## src/rtl/wprot_pkg.sv

```systemverilog
package wprot_pkg;

  localparam logic [3:0] PRE_MEM  = 4'b1010;
  localparam logic [3:0] PRE_PROT = 4'b0110;

  typedef enum logic [2:0] {
    CK_NONE,
    CK_MEM,
    CK_SET_PERM,
    CK_RD_PERM,
    CK_SET_REV,
    CK_CLR_REV,
    CK_RD_REV
  } cmd_kind_t;

  function automatic logic is_program(cmd_kind_t k);
    return (k == CK_SET_PERM) || (k == CK_SET_REV) || (k == CK_CLR_REV);
  endfunction

endpackage

```

## src/rtl/wprot_cmd_decode.sv

```systemverilog
module wprot_cmd_decode
  import wprot_pkg::*;
#(
  parameter int DEV_W = 3
) (
  input  logic [DEV_W+4:0] ctrl_byte,
  input  logic [DEV_W-1:0] dev_sel,
  input  logic             hv_a0,
  output cmd_kind_t        kind
);
  localparam int BYTE_W = DEV_W + 5;

  logic [3:0]       pre;
  logic [DEV_W-1:0] sel;
  logic             rd;
  logic             rev_set_pat;
  logic             rev_clr_pat;

  assign pre = ctrl_byte[BYTE_W-1:BYTE_W-4];
  assign sel = ctrl_byte[DEV_W:1];
  assign rd  = ctrl_byte[0];

  // reversible-flag patterns: select bits in the byte mirror the pins,
  // with pin 0 held at the high-voltage level (logic 1)
  assign rev_set_pat = (dev_sel[DEV_W-1:1] == '0) &&
                       (sel == {{(DEV_W-1){1'b0}}, 1'b1});
  assign rev_clr_pat = (dev_sel[DEV_W-1:1] == {{(DEV_W-2){1'b0}}, 1'b1}) &&
                       (sel == {{(DEV_W-2){1'b0}}, 2'b11});

  always_comb begin
    kind = CK_NONE;
    if (pre == PRE_MEM) begin
      if (sel == dev_sel) kind = CK_MEM;
    end else if (pre == PRE_PROT) begin
      if (hv_a0) begin
        if (rev_set_pat)      kind = rd ? CK_RD_REV : CK_SET_REV;
        else if (rev_clr_pat) kind = rd ? CK_RD_REV : CK_CLR_REV;
      end else if (sel == dev_sel) begin
        kind = rd ? CK_RD_PERM : CK_SET_PERM;
      end
    end
  end
endmodule

```

## src/rtl/wprot_flag_store.sv

```systemverilog
module wprot_flag_store
  import wprot_pkg::*;
#(
  parameter bit RST_CLEARS_FLAGS = 1'b0
) (
  input  logic      clk,
  input  logic      rst,
  input  logic      por_clr,
  input  logic      ctrl_vld,
  input  cmd_kind_t kind,
  input  logic      prot_pin,
  input  logic      cmd_commit,
  output logic      perm_q,
  output logic      rev_q,
  output logic      ack_vld,
  output logic      ack_ctrl
);
  logic      flag_clr;
  logic      ack_d;
  cmd_kind_t pend_q;
  logic      apply;

  generate
    if (RST_CLEARS_FLAGS) begin : g_volatile
      assign flag_clr = rst | por_clr;
    end else begin : g_preserve
      assign flag_clr = por_clr;
    end
  endgenerate

  always_comb begin
    unique case (kind)
      CK_MEM:      ack_d = 1'b1;
      CK_SET_PERM: ack_d = !perm_q;
      CK_RD_PERM:  ack_d = !perm_q;
      CK_SET_REV:  ack_d = !perm_q && !rev_q;
      CK_RD_REV:   ack_d = !perm_q && !rev_q;
      CK_CLR_REV:  ack_d = !perm_q;
      default:     ack_d = 1'b0;
    endcase
  end

  assign apply = cmd_commit && !prot_pin;

  always_ff @(posedge clk) begin
    if (rst) begin
      ack_vld  <= 1'b0;
      ack_ctrl <= 1'b0;
      pend_q   <= CK_NONE;
    end else begin
      ack_vld  <= ctrl_vld;
      ack_ctrl <= ctrl_vld && ack_d;
      if (ctrl_vld)
        pend_q <= (ack_d && is_program(kind)) ? kind : CK_NONE;
      else if (cmd_commit)
        pend_q <= CK_NONE;
    end
  end

  always_ff @(posedge clk) begin
    if (flag_clr) begin
      perm_q <= 1'b0;
    end else if (apply && pend_q == CK_SET_PERM) begin
      perm_q <= 1'b1;
    end
  end

  always_ff @(posedge clk) begin
    if (flag_clr) begin
      rev_q <= 1'b0;
    end else if (apply && pend_q == CK_SET_REV) begin
      rev_q <= 1'b1;
    end else if (apply && pend_q == CK_CLR_REV) begin
      rev_q <= 1'b0;
    end
  end

  // one-time flag only falls through the power-on clear
  p_perm_sticky_r4: assert property (@(posedge clk) disable iff (rst)
    (perm_q && !por_clr) |=> perm_q);

  // a commit under the protect pin leaves both flags alone
  p_pin_freeze_r8: assert property (@(posedge clk) disable iff (rst)
    (cmd_commit && prot_pin && !por_clr) |=> ($stable(perm_q) && $stable(rev_q)));

  // decision valid exactly one cycle after the byte
  p_ack_timing_r9: assert property (@(posedge clk) disable iff (rst)
    ctrl_vld |=> ack_vld);
  p_ack_quiet_r9: assert property (@(posedge clk) disable iff (rst)
    !ctrl_vld |=> !ack_vld);
endmodule

```

## src/rtl/wprot_gate.sv

```systemverilog
module wprot_gate #(
  parameter int ADDR_W = 8
) (
  input  logic [ADDR_W-1:0] wr_addr,
  input  logic              prot_pin,
  input  logic              perm_q,
  input  logic              rev_q,
  output logic              wr_allow
);
  localparam int HALF_BIT = ADDR_W - 1;

  logic upper_half;
  logic soft_lock;

  assign upper_half = wr_addr[HALF_BIT];
  assign soft_lock  = perm_q | rev_q;
  assign wr_allow   = !prot_pin && (upper_half || !soft_lock);
endmodule

```

## src/rtl/wprot_ctrl.sv

```systemverilog
module wprot_ctrl
  import wprot_pkg::*;
#(
  parameter int ADDR_W           = 8,
  parameter int DEV_W            = 3,
  parameter bit RST_CLEARS_FLAGS = 1'b0
) (
  input  logic              clk,
  input  logic              rst,
  input  logic              por_clr,
  input  logic              ctrl_vld,
  input  logic [DEV_W+4:0]  ctrl_byte,
  input  logic [DEV_W-1:0]  dev_sel,
  input  logic              hv_a0,
  input  logic              prot_pin,
  input  logic              cmd_commit,
  input  logic [ADDR_W-1:0] wr_addr,
  output logic              ack_vld,
  output logic              ack_ctrl,
  output logic              wr_allow
);
  cmd_kind_t kind;
  logic      perm_q;
  logic      rev_q;

  wprot_cmd_decode #(.DEV_W(DEV_W)) u_dec (
    .ctrl_byte (ctrl_byte),
    .dev_sel   (dev_sel),
    .hv_a0     (hv_a0),
    .kind      (kind)
  );

  wprot_flag_store #(.RST_CLEARS_FLAGS(RST_CLEARS_FLAGS)) u_flags (
    .clk        (clk),
    .rst        (rst),
    .por_clr    (por_clr),
    .ctrl_vld   (ctrl_vld),
    .kind       (kind),
    .prot_pin   (prot_pin),
    .cmd_commit (cmd_commit),
    .perm_q     (perm_q),
    .rev_q      (rev_q),
    .ack_vld    (ack_vld),
    .ack_ctrl   (ack_ctrl)
  );

  wprot_gate #(.ADDR_W(ADDR_W)) u_gate (
    .wr_addr  (wr_addr),
    .prot_pin (prot_pin),
    .perm_q   (perm_q),
    .rev_q    (rev_q),
    .wr_allow (wr_allow)
  );

  // hardware pin wins over everything
  p_pin_blocks_r1: assert property (@(posedge clk) disable iff (rst || por_clr)
    prot_pin |-> !wr_allow);

  // any soft flag shuts the lower half
  p_lower_half_r2: assert property (@(posedge clk) disable iff (rst || por_clr)
    ((perm_q || rev_q) && !wr_addr[ADDR_W-1]) |-> !wr_allow);

  // one-time flag silences every protect-register byte
  p_perm_nack_r5: assert property (@(posedge clk) disable iff (rst || por_clr)
    (ctrl_vld && perm_q && ctrl_byte[DEV_W+4:DEV_W+1] == PRE_PROT) |=> !ack_ctrl);
endmodule

```

## config.mk

```make
export PLATFORM = sky130hd
export DESIGN_NAME = wprot_ctrl
export DESIGN_NICKNAME = d
export VERILOG_FILES = /design/src/rtl/wprot_pkg.sv /design/src/rtl/wprot_cmd_decode.sv /design/src/rtl/wprot_flag_store.sv /design/src/rtl/wprot_gate.sv /design/src/rtl/wprot_ctrl.sv
export SDC_FILE = /design/constraint.sdc
export NUM_CORES = 1
export LEC_CHECK = 0
export BUFFER_PORTS_ARGS = -buffer_cell sky130_fd_sc_hd__buf_2
export CORE_UTILIZATION = 35
export CTS_CLUSTER_DIAMETER = 200
export DETAILED_ROUTE_END_ITERATION = 7
export PLACE_DENSITY = 0.7
export SYNTH_ARGS = -nofsm -noshare
export SYNTH_HDL_FRONTEND = slang
export SYNTH_SLANG_ARGS = --single-unit
```

## constraint.sdc

```tcl
create_clock -name clk -period 1.6 [get_ports clk]
set_input_delay 0.32 -clock clk [delete_from_list [all_inputs] [get_ports clk]]
set_output_delay 0.32 -clock clk [all_outputs]
set_load 0.02 [all_outputs]
```

Yosys cells after proc, flatten, opt, wreduce, memory -nomap -nowiden
Index checks and enable logic that the tools add are counted.
{"block": "word_totals", "ff_bits": 7, "input_bits": 26, "word_cells": 59}
{"block": "op_classes", "eq_ne": 15, "mux": 16, "n_bitwise": 1, "n_reduce_logical": 22}
{"cell": "2-to-1 mux 3 bit", "count": 9}
{"cell": "== test 3 bit, second input constant", "count": 5}
{"cell": "== test 3 x 2 -> 1 bit, second input constant", "count": 4}
{"cell": "logical AND 1 bit", "count": 10}
{"cell": "== test 3 x 1 -> 1 bit, second input constant", "count": 2}
{"cell": "== test 4 x 3 -> 1 bit, second input constant", "count": 1}
{"cell": "== test 4 bit, second input constant", "count": 1}
{"cell": "zero test 1 bit", "count": 4}
{"cell": "2-to-1 mux 1 bit", "count": 4}
{"cell": "2-to-1 mux 2 bit", "count": 2}
{"cell": "nonzero test 2 bit", "count": 2}
{"cell": "== test 3 bit", "count": 1}
{"cell": "logical OR 1 bit", "count": 3}
{"cell": "one-hot mux 1 bit (3 select lines)", "count": 1}
{"cell": "OR reduction 3 bit", "count": 1}
{"cell": "== test 2 x 1 -> 1 bit, second input constant", "count": 1}
{"cell": "zero test 2 bit", "count": 1}
{"cell": "OR reduction 2 bit", "count": 1}
{"cell": "OR 1 bit", "count": 1}

Depth between registers and ports, before layout
{"block": "depth", "depth_word": 13, "ltp_mapped": 5, "ltp_nobuf": 5}

By module
Synthesis repeated with hierarchy kept, for this count alone.
{"block": "unflattened", "hier_cells": 51, "hier_area_um2": 440.4}
{"module": "wprot_flag_store", "instances": 1, "cells_each": 32, "area_each_um2": 296.5}
{"module": "wprot_cmd_decode", "instances": 1, "cells_each": 17, "area_each_um2": 130.1}
{"module": "wprot_gate", "instances": 1, "cells_each": 2, "area_each_um2": 13.8}

Least setup slack after synthesis
Ideal clock, no wire load.
{"block": "synth_timing", "path_type": "input to register", "start": "in ctrl_byte[3]", "end": "reg u_flags.pend_q[1]", "setup_time_ns": 0.117, "arrival_time_ns": 1.395, "t_required_ns": 1.483, "setup_slack_ns": 0.088, "cell_stages": 5, "cell_sequence": "nand4bb_1 > nor4_1 > a211o_1 > mux2i_1 > a32o_2"}
{"block": "synth_between", "elab_chain_len": 13}
{"element": "start: declaration", "line_no": "wprot_ctrl.sv:12", "text": "input logic [DEV_W+4:0] ctrl_byte,"}
{"element": "== test 3 x 2 -> 1 bit", "line_no": "wprot_cmd_decode.sv:28", "text": "(sel == {{(DEV_W-2){1'b0}}, 2'b11});"}
{"element": "logical AND 1 bit", "line_no": "wprot_cmd_decode.sv:27", "text": "assign rev_clr_pat = (dev_sel[DEV_W-1:1] == {{(DEV_W-2){1'b0}}, 1'b1}) &&"}
{"element": "2-to-1 mux 3 bit", "line_no": "wprot_cmd_decode.sv:37", "text": "else if (rev_clr_pat) kind = rd ? CK_RD_REV : CK_CLR_REV;"}
{"element": "2-to-1 mux 3 bit", "line_no": "wprot_cmd_decode.sv:36", "text": "if (rev_set_pat) kind = rd ? CK_RD_REV : CK_SET_REV;"}
{"element": "2-to-1 mux 3 bit", "line_no": "wprot_cmd_decode.sv:35", "text": "if (hv_a0) begin"}
{"element": "2-to-1 mux 3 bit", "line_no": "wprot_cmd_decode.sv:34", "text": "end else if (pre == PRE_PROT) begin"}
{"element": "2-to-1 mux 3 bit (*)", "line_no": "wprot_cmd_decode.sv:32", "text": "if (pre == PRE_MEM) begin"}
{"element": "== test 3 x 2 -> 1 bit, or another cell as far along", "line_no": "wprot_flag_store.sv:32", "text": "unique case (kind)"}
{"element": "OR reduction 3 bit (no line), or another cell as far along"}
{"element": "one-hot mux 1 bit (3 select lines) or logical OR 1 bit (tied branches)", "line_no": "wprot_flag_store.sv:32, wprot_pkg.sv:17"}
{"element": "logical AND 1 bit", "line_no": "wprot_flag_store.sv:54", "text": "pend_q <= (ack_d && is_program(kind)) ? kind : CK_NONE;"}
{"element": "2-to-1 mux 3 bit (*)", "line_no": "wprot_flag_store.sv:54"}
{"element": "2-to-1 mux 3 bit (*)", "line_no": "wprot_flag_store.sv:53", "text": "if (ctrl_vld)"}
{"element": "end signal: assignment", "line_no": "wprot_flag_store.sv:54"}
{"element": "end: declaration", "line_no": "wprot_flag_store.sv:20", "text": "cmd_kind_t pend_q;"}
Every way passes the cells marked *; elsewhere a longest branch is shown, timed or not.
A chain may end at the register's enable or synchronous reset.

Worst setup path in the final report
{"block": "layout_timing", "start": "in dev_sel[1]", "end": "reg u_flags.pend_q[1]"}
{"block": "layout_between", "elab_chain_len": 13}
{"element": "start: declaration", "line_no": "wprot_ctrl.sv:13", "text": "input logic [DEV_W-1:0] dev_sel,"}
{"element": "== test 2 x 1 -> 1 bit", "line_no": "wprot_cmd_decode.sv:27"}
{"element": "logical AND 1 bit", "line_no": "wprot_cmd_decode.sv:27"}
{"element": "2-to-1 mux 3 bit", "line_no": "wprot_cmd_decode.sv:37"}
{"element": "2-to-1 mux 3 bit", "line_no": "wprot_cmd_decode.sv:36"}
{"element": "2-to-1 mux 3 bit", "line_no": "wprot_cmd_decode.sv:35"}
{"element": "2-to-1 mux 3 bit", "line_no": "wprot_cmd_decode.sv:34"}
{"element": "2-to-1 mux 3 bit (*)", "line_no": "wprot_cmd_decode.sv:32"}
{"element": "== test 3 x 2 -> 1 bit, or another cell as far along", "line_no": "wprot_flag_store.sv:32"}
{"element": "OR reduction 3 bit (no line), or another cell as far along"}
{"element": "one-hot mux 1 bit (3 select lines) or logical OR 1 bit (tied branches)", "line_no": "wprot_flag_store.sv:32, wprot_pkg.sv:17"}
{"element": "logical AND 1 bit", "line_no": "wprot_flag_store.sv:54"}
{"element": "2-to-1 mux 3 bit (*)", "line_no": "wprot_flag_store.sv:54"}
{"element": "2-to-1 mux 3 bit (*)", "line_no": "wprot_flag_store.sv:53"}
Marked as above.

==> impl_metrics.env <==
export IMPL_first_pass_iters=4
export IMPL_die_area_um2=1453
export IMPL_io_buffers=21
export IMPL_htree_levels=1
export IMPL_rr_worst_depth=4
export IMPL_grt_usage_pct=17.75
export IMPL_antenna_cells=0
export IMPL_start_util_pct=39.50
export IMPL_grt_pass1_vias=447
export IMPL_ys_seq_elements=7
export IMPL_cp_arrival_ps=1710
export IMPL_rows=12
export IMPL_rsz0062_at_grt="false"
export IMPL_path_max_fanout=5
export IMPL_period_needed_ps=1524
export IMPL_io_pins=29
export IMPL_clk_pin_slew_worst_paths_ps=50
export IMPL_holdPathStages=2
export IMPL_netlist_area_um2=456.7
export IMPL_drive_gt1_share_pct=48.81
export IMPL_clkLatencyLatePin_ps=250
export IMPL_routabilityCongestion=0.7854
export IMPL_yosysTopAreaCellShare_pct=30.68
export IMPL_fin_skew_ps=2.849
export IMPL_synth_area_leader_cell="dfxtp_1"
export IMPL_viasPerCell=5.265
export IMPL_antenna_found_initial=0
export IMPL_pwr_share_comb_pct=21.6
export IMPL_syn2layout_area_growth_pct=49.32
export IMPL_final_common_cell="buf_2"
export IMPL_wire_per_inst_um=11.43
export IMPL_fmax_ghz=0.6563
export IMPL_tritoncts="done"
export IMPL_maxSlewViolCount=0
export IMPL_final_nets=111
export IMPL_avgSynthCellArea_um2=8.955
export IMPL_grt_pass1_wl_um=1773
export IMPL_final_cell_mix="buf_2, nor2_1, buf_4"
export IMPL_r2r_slack_ps=470
export IMPL_switching_share_pct=25.21
export IMPL_worstMarginPinSlew_ps=394.8
export IMPL_drtIter0Drc=9
export IMPL_dp_worst_setup_slack_ps=-155.8
export IMPL_vdd_drop_max_uv=535.0
export IMPL_n_fill_cell=108
export IMPL_p_per_area_nw_per_um2=618.8
export IMPL_worstSetupPathType="in -> reg"
export IMPL_yosysSeqAreaShare_pct=30.68
export IMPL_r2r_end="u_flags.pend_q[1]"
export IMPL_min_to="u_flags.rev_q"
export IMPL_leakage_nw=0.3137
export IMPL_cts_buffers=3
export IMPL_yosys_cell_types_count=25
export IMPL_hold_viol=0
export IMPL_root_buffer="clkbuf_4"
export IMPL_layout_setup_ws_ps=76.37
export IMPL_clock_sinks=7
export IMPL_die_y_um=38.12
export IMPL_synthTopCellsByArea="dfxtp_1, nand4bb_1, nor2_1"
export IMPL_detail_route_antenna_nets=0
export IMPL_vias=516
export IMPL_cp_end_kind="flop"
export IMPL_status="complete, no violations"
export IMPL_r2r_start="u_flags.rev_q"
export IMPL_finalCritPeriodShare_pct=95.23
export IMPL_fin_tns_setup_ps=0
export IMPL_timing_slew_headroom_pct=73.47
export IMPL_min_from="por_clr"
export IMPL_cp_start_kind="primary input"
export IMPL_synthesis_nets=77
export IMPL_dp_hpwl_um=911.4
export IMPL_setup_viol=0
export IMPL_grt_max_degree=6
export IMPL_crit_required_ps=1790
export IMPL_min_path_type="in -> reg"
export IMPL_switching_power_uw=106.4
export IMPL_max_cap_viol_count=0
export IMPL_drc_errors=0
export IMPL_die_w_um=38.12
export IMPL_p_seq_share_pct=41.8
export IMPL_overflow=0
export IMPL_coreArea_um2=1156
export IMPL_cts_buffer_depth=2
export IMPL_syn_instance_count=51
export IMPL_multi_input_area_um2=321.6
export IMPL_p_int_uw=315.6
export IMPL_clkPwrFrac_pct=36.6
export IMPL_seqCellArea_um2=140.1
export IMPL_ys_warn_count=0
export IMPL_wirelength_um=1120
kinds of logic (layout without fill, tap and decap cells):
family | Yosys count | in the layout | synth area share, %
AND/OR/NAND/NOR | 27 | 27 | 39.45
flip-flops | 7 | 7 | 30.68
multiplexers | 1 | 1 | 2.192
buffers and inverters | 3 | 36 | 2.466
XOR/XNOR | 3 | 3 | 7.399
AO/OA/AOI/OAI | 10 | 10 | 17.81
per-stage QoR:
stage	cells	total power, mW	instance area (um^2)	util [%]	hold slack (ps)
final	98	0.4219	681.9	58.98	254.9
after global routing	98	0.4510	681.9	58.98	241.5
after CTS	96	0.4218	650.6	56.28	243.2
after detailed placement	92	0.2650	624.3	54.00	484.3
after global placement	92	0.2619	624.3	54.00	476.3
after floorplan	51	0.2169	456.7	-	392.4
critical path, stage by stage:
cell	delay [ps]
buf_2	120
xor2_2	200
nor4_4	390
a211o_1	230
mux2i_2	260
a32o_2	190
power groups by stage:
stage | combinational, mW | clock, mW | sequential [mW]
global placement | 0.0821 | 0 | 0.180
global route | 0.0991 | 0.176 | 0.176
floorplan | 0.0350 | 0 | 0.182
finish | 0.0912 | 0.154 | 0.176
detailed placement | 0.0851 | 0 | 0.180
CTS | 0.0854 | 0.160 | 0.176
Yosys cell counts (all sizes together):
library cell / number
dfxtp: 7
a31o: 1
a21oi: 1
nand3: 1
nor2: 8
nor4: 3
inv: 3
a211oi: 1
o31ai: 1
nand2: 2
nand4bb: 4
o22a: 1
o21ai: 1
nand2b: 2
nor4b: 1
a211o: 1
nor3b: 1
nor4bb: 1
nor3: 4
xor2: 3
mux2i: 1
a32o: 2
a31oi: 1
layout make-up:
type	instances	share of cell area [%]
Sequential cell	7	20.55
Timing Repair Buffer	29	24.22
Tap cell	14	2.569
Inverter	3	1.651
Clock buffer	4	3.853
Multi-Input combinational cell	41	47.16
registers in the layout, indices dropped and copies added, names as in the netlist:
register,cells
u_flags.perm_q,1
u_flags.pend_q,3
u_flags.ack_ctrl,1
u_flags.ack_vld,1
u_flags.rev_q,1
what timing repair did:
| item | in CTS | in global routing |
|---|---|---|
| setup endpoints to repair | 0 | 2 |
| resized for setup | 0 | 3 |
| hold buffers | 0 | 0 |
| hold endpoints to repair | 0 | 0 |
| buffers inserted | 0 | 2 |
metal layers:
metal	vias to the layer above	global-route usage, %	share of wire (%)
met5	-	0	0
met4	0	2.679	0
met3	0	8.721	4.1
met2	7	28.81	51
met1	246	21.30	45
li1	263	-	-
how the worst max path moves through the flow:
stage	from	end	slack [ps]	cells past startpoint
global route	dev_sel[1]	u_flags.pend_q[2]	5	6
floorplan	ctrl_byte[3]	u_flags.pend_q[1]	90	5
global placement	dev_sel[1]	u_flags.pend_q[1]	-110	6
detailed placement	dev_sel[1]	u_flags.pend_q[1]	-160	6
finish	dev_sel[1]	u_flags.pend_q[1]	80	6
CTS	dev_sel[1]	u_flags.pend_q[1]	100	6
No activity file was read; power rests on OpenSTA's default activity.
